--- src/rtl/pred_cond_pkg.sv ---
// Package: shared condition-code type and widths for the predicate unit.
// Assumes the 3-bit code order below is fixed by the instruction encoding.
package pred_cond_pkg;
    localparam int CODE_W = 3;

    typedef enum logic [CODE_W-1:0] {
        CC_EQ  = 3'd0,
        CC_NE  = 3'd1,
        CC_LT  = 3'd2,
        CC_LE  = 3'd3,
        CC_GT  = 3'd4,
        CC_GE  = 3'd5,
        CC_ALW = 3'd6,
        CC_NEV = 3'd7
    } cond_code_e;
endpackage

--- src/rtl/pred_cond_eval.sv ---
// Module: pred_cond_eval
// Combinational evaluation of one condition code against the zero and sign flags.
// Assumes signed results: sign set means negative, zero set means equal.
module pred_cond_eval
    import pred_cond_pkg::*;
(
    input  logic              flag_zero,
    input  logic              flag_sign,
    input  logic [CODE_W-1:0] code,
    output logic              result
);
    // Select the predicate named by the code.
    always_comb begin
        unique case (cond_code_e'(code))
            CC_EQ:   result = flag_zero;
            CC_NE:   result = ~flag_zero;
            CC_LT:   result = flag_sign;
            CC_LE:   result = flag_sign | flag_zero;
            CC_GT:   result = ~flag_sign & ~flag_zero;
            CC_GE:   result = ~flag_sign;
            CC_ALW:  result = 1'b1;
            CC_NEV:  result = 1'b0;
            default: result = 1'b1;
        endcase
    end
endmodule

--- src/rtl/pred_cond_state.sv ---
// Module: pred_cond_state
// Holds the execute-enable predicate; loads it only when a condition instruction retires.
// Assumes the take strobe is already qualified by retire; never gated by its own output.
module pred_cond_state
    import pred_cond_pkg::*;
(
    input  logic              clk,
    input  logic              rst_n,
    input  logic              take,
    input  logic              next_en,
    input  logic [CODE_W-1:0] code,
    input  logic              flag_zero,
    output logic              exec_en
);
    // Latch the evaluated predicate on a taken condition instruction.
    always_ff @(posedge clk) begin
        if (!rst_n)
            exec_en <= 1'b1;
        else if (take)
            exec_en <= next_en;
    end


    hold_chk: assert property (@(posedge clk) disable iff (!rst_n)
        !take |=> $stable(exec_en));

    always_set_chk: assert property (@(posedge clk) disable iff (!rst_n)
        (take && code == CC_ALW) |=> exec_en);

    never_clr_chk: assert property (@(posedge clk) disable iff (!rst_n)
        (take && code == CC_NEV) |=> !exec_en);

    eq_zero_chk: assert property (@(posedge clk) disable iff (!rst_n)
        (take && code == CC_EQ) |=> exec_en == $past(flag_zero));
endmodule

--- src/rtl/pred_wr_gate.sv ---
// Module: pred_wr_gate
// Per-port gating of write requests by retire and the execute-enable predicate.
// Assumes requests are meaningful only in the retire cycle of their instruction.
module pred_wr_gate #(
    parameter int NUM_WR = 3
) (
    input  logic              clk,
    input  logic              rst_n,
    input  logic              retire,
    input  logic              exec_en,
    input  logic [NUM_WR-1:0] wr_req,
    output logic [NUM_WR-1:0] wr_grant
);
    for (genvar i = 0; i < NUM_WR; i++) begin : g_port
        // Grant one port when its instruction retires while execution is enabled.
        always_comb wr_grant[i] = wr_req[i] & retire & exec_en;
    end


    grant_needs_en_chk: assert property (@(posedge clk) disable iff (!rst_n)
        (|wr_grant) |-> (exec_en && retire));

    grant_subset_chk: assert property (@(posedge clk) disable iff (!rst_n)
        (wr_grant & ~wr_req) == '0);
endmodule

--- src/rtl/pred_cond_unit.sv ---
// Module: pred_cond_unit (top)
// Persistent predication: a retiring condition instruction sets the execute-enable
// state, which gates the write ports of all later instructions until the next one.
// Assumes flags come from earlier instructions and a condition instruction has no writes.
module pred_cond_unit
    import pred_cond_pkg::*;
#(
    parameter int NUM_WR = 3
) (
    input  logic              clk,
    input  logic              rst_n,
    input  logic              flag_zero,
    input  logic              flag_sign,
    input  logic              retire,
    input  logic              cond_valid,
    input  logic [CODE_W-1:0] cond_code,
    input  logic [NUM_WR-1:0] wr_req,
    output logic              exec_en,
    output logic [NUM_WR-1:0] wr_grant
);
    logic take;
    logic eval_res;

    // Qualify the condition strobe by retire; independent of exec_en.
    always_comb take = cond_valid & retire;

    pred_cond_eval u_eval (
        .flag_zero (flag_zero),
        .flag_sign (flag_sign),
        .code      (cond_code),
        .result    (eval_res)
    );

    pred_cond_state u_state (
        .clk       (clk),
        .rst_n     (rst_n),
        .take      (take),
        .next_en   (eval_res),
        .code      (cond_code),
        .flag_zero (flag_zero),
        .exec_en   (exec_en)
    );

    pred_wr_gate #(.NUM_WR(NUM_WR)) u_gate (
        .clk      (clk),
        .rst_n    (rst_n),
        .retire   (retire),
        .exec_en  (exec_en),
        .wr_req   (wr_req),
        .wr_grant (wr_grant)
    );


    no_retire_ignore_chk: assert property (@(posedge clk) disable iff (!rst_n)
        (cond_valid && !retire) |=> $stable(exec_en));

    reenable_chk: assert property (@(posedge clk) disable iff (!rst_n)
        (!exec_en && retire && cond_valid && cond_code == CC_ALW) |=> exec_en);

    ge_sign_chk: assert property (@(posedge clk) disable iff (!rst_n)
        (retire && cond_valid && cond_code == CC_GE) |=> exec_en == !$past(flag_sign));
endmodule

--- config.mk ---
export PLATFORM = sky130hd
export DESIGN_NAME = pred_cond_unit
export DESIGN_NICKNAME = d
export VERILOG_FILES = /design/src/rtl/pred_cond_pkg.sv /design/src/rtl/pred_cond_eval.sv /design/src/rtl/pred_cond_state.sv /design/src/rtl/pred_wr_gate.sv /design/src/rtl/pred_cond_unit.sv
export SDC_FILE = /design/constraint.sdc
export NUM_CORES = 1
export LEC_CHECK = 0
export BUFFER_PORTS_ARGS = -buffer_cell sky130_fd_sc_hd__buf_2
export CAP_MARGIN = 40
export CORE_AREA = 5 5 42 44
export CTS_CLUSTER_SIZE = 20
export DETAILED_ROUTE_END_ITERATION = 12
export DIE_AREA = 0 0 47 49
export PLACE_DENSITY_LB_ADDON = 0.08
export SLEW_MARGIN = 40
export SYNTH_ARGS = -nofsm -noshare
export SYNTH_HDL_FRONTEND = slang
export SYNTH_SLANG_ARGS = --single-unit
--- constraint.sdc ---
create_clock -name clk -period 1.3 [get_ports clk]
set_clock_uncertainty 0.1 [all_clocks]
set_input_delay 0.325 -clock clk [delete_from_list [all_inputs] [get_ports clk]]
set_output_delay 0.325 -clock clk [all_outputs]
set_load 0.01 [all_outputs]
==> flow_summary.json <==
{
  "max-vdd-ir-drop_v": 0.00009547,
  "grt_pass1_vias": 139,
  "hold_buffers": 0,
  "cts_setup_buffers": 0,
  "layout_setup_ws_ns": 0.04499,
  "cap_violations": 0,
  "nFillCells": 172,
  "hp-start": "rst_n",
  "grt_setup_unrepaired": "no",
  "nets": 44,
  "area.growth.synth_to_final_pct": 79.17,
  "postRouteAntennaNets": 0,
  "track_usage_pct": 2.807,
  "synth.top_cell.area_share_pct": 16.67,
  "grt_max_degree": 6,
  "die_y_um": 49,
  "switchingPower_mw": 0.02698,
  "pwr-share-seq_pct": 38.6,
  "ys_warn_count": 0,
  "clock.fmax_mhz": 796.8,
  "synth.area.top_cells": "dfxtp_1, and3_1, o311ai_2",
  "initial_utilization_pct": 8.571,
  "syn_avg_cell_area_um2": 8.008,
  "critical_path_class": "primary input to flip-flop",
  "syn_nets": 27,
  "numPortBuffers": 15,
  "whs_path_depth": 2,
  "pwr-share-clk_pct": 0,
  "drc_errors": 0,
  "grt_pass1_wl_um": 538,
  "firstDrtPassIters": 2,
  "wl_per_cell_um": 8.283,
  "biggestRegsByFlops": "u_state.exec_en x1",
  "hold_path_class": "primary input to flip-flop",
  "cts_resized": 0,
  "syn-instance-count": 15,
  "cts.clk_slew.worst_paths_ns": 0,
  "crit_required_ns": 1.10,
  "synth_top_area_cell": "dfxtp_1",
  "largest-register": "u_state.exec_en",
  "synth.distinct_cells": 11,
  "finalSetupTns_ns": 0,
  "p_per_area_nw_per_um2": 427.9,
  "synthArstFlopShare_pct": 0,
  "antenna_found_initial": 0,
  "core_area_um2": 1401,
  "relSlewSlack_pct": 86.92,
  "pwr-share-comb_pct": 61.4,
  "r2r_end": "u_state.exec_en$_SDFFE_PN1P_",
  "critPathArrivalTime_ns": 1.06,
  "finalWirelength_um": 381,
  "p_sw_share_pct": 29.30,
  "layout-drive-gt1-share_pct": 56.67,
  "synth_ff_type": "dfxtp_1",
  "antenna_cells": 0,
  "rows": 14,
  "synth_edf_count": 0,
  "final.period_utilization_pct": 96.54,
  "syn_area_um2": 120.1,
  "die_area_um2": 2303,
  "critPathLaunchType": "primary input",
  "drt_iter0_drc": 2,
  "place_ws_ns": 0.03202,
  "critPathMaxFanout": 3,
  "setup_viol": 0,
  "min_period_ns": 1.255,
  "end_kind": "flip-flop",
  "final-hold-violation-count": 0,
  "viasPerCell": 3.565,
  "via_count": 164,
  "worst_slew_pin_slew_ns": 0.1959,
  "status": "complete, no violations",
  "grt_overflow_total": 0,
  "die_x_um": 47,
  "r2r_cells": 2,
  "drv_slew": 0,
  "synth_common_cells": "and3_1, nand2_1",
  "timing.rr.start": "u_state.exec_en$_SDFFE_PN1P_",
  "ys_seq_area_share_pct": 16.67,
  "p_leak_nw": 0.1134,
  "p_int_mw": 0.06511,
  "r2r_setup_slack_ns": 0.59,
  "ys_ff_latch": 1,
  "num_io_pins": 16,
  "largest_register_ffs": 1,
  "clkLatencyLatePin_ns": 0,
  "hold_end": "u_state.exec_en$_SDFFE_PN1P_",
  "gp_congestion": 0.5861
}
how the worst max path moves through the flow:
| stage | startpoint | end | slack, ns | cells past startpoint |
|---|---|---|---|---|
| 2_1_floorplan | flag_zero | u_state.exec_en$_SDFFE_PN1P_ | 0.20 | 3 |
| 3_3_place_gp | flag_zero | u_state.exec_en$_SDFFE_PN1P_ | 0.04 | 4 |
| 3_5_place_dp | flag_zero | u_state.exec_en$_SDFFE_PN1P_ | 0.03 | 4 |
| 4_1_cts | flag_zero | u_state.exec_en$_SDFFE_PN1P_ | 0.03 | 4 |
| 5_1_grt | flag_zero | u_state.exec_en$_SDFFE_PN1P_ | 0.004 | 4 |
| 6_report | flag_zero | u_state.exec_en$_SDFFE_PN1P_ | 0.04 | 4 |
routing by layer:
metal	vias to the layer above	share of wire (%)	GRT usage [%]
met4	0	0	0
met3	0	27	0.3690
li1	88	-	-
met1	62	35	3.913
met2	14	38	4.751
met5	-	0	0
power groups by stage:
| stage | clock [mW] | combinational (mW) | sequential (mW) |
|---|---|---|---|
| after global placement | 0 | 0.0564 | 0.0357 |
| final | 0 | 0.0565 | 0.0356 |
| after global routing | 0 | 0.0619 | 0.0363 |
| after floorplan | 0 | 0.0258 | 0.0363 |
| after detailed placement | 0 | 0.0574 | 0.0359 |
| after CTS | 0 | 0.0575 | 0.0359 |
cells by family after synthesis:
family / Yosys count / share of synthesized area (%)
AND/OR/NAND/NOR: 10 / 46.88
XOR/XNOR: 1 / 7.293
flip-flops: 1 / 16.67
AO/OA/AOI/OAI: 3 / 29.17
critical path, stage by stage:
cell and delay, ns:
buf_2 0.12, nor2b_1 0.12, o311a_1 0.30, o311ai_2 0.20
cell usage in the layout (no fill, tap or decap):
cell,synthesis,layout
nand2_1,3,3
xnor2_1,1,1
nor2_1,1,1
nand2b_2,1,1
nor3b_1,1,1
buf_2,0,15
dfxtp_1,1,1
o311ai_2,1,1
o311a_1,1,1
and3_1,3,3
nor2b_1,1,1
a22o_1,1,1
per-stage QoR:
stage / instance area, µm² / power [mW] / util [%] / hold WS (ns) / instances
finish: 215.2 / 0.09209 / 15.36 / 0.4155 / 46
global route: 215.2 / 0.09824 / 15.36 / 0.4195 / 46
CTS: 215.2 / 0.09338 / 15.36 / 0.4185 / 46
detailed placement: 215.2 / 0.09329 / 15.36 / 0.4181 / 46
global placement: 215.2 / 0.09208 / 15.36 / 0.4153 / 46
floorplan: 120.1 / 0.06208 / - / 0.2984 / 15
cell type report:
cell class	instances	area [µm²]	area share (%)
multi-input combinational	14	100.1	46.51
timing repair buffer	15	75.07	34.88
sequential	1	20.02	9.302
tap	16	20.02	9.302
Note: power is estimated with default switching activity, not from simulation.
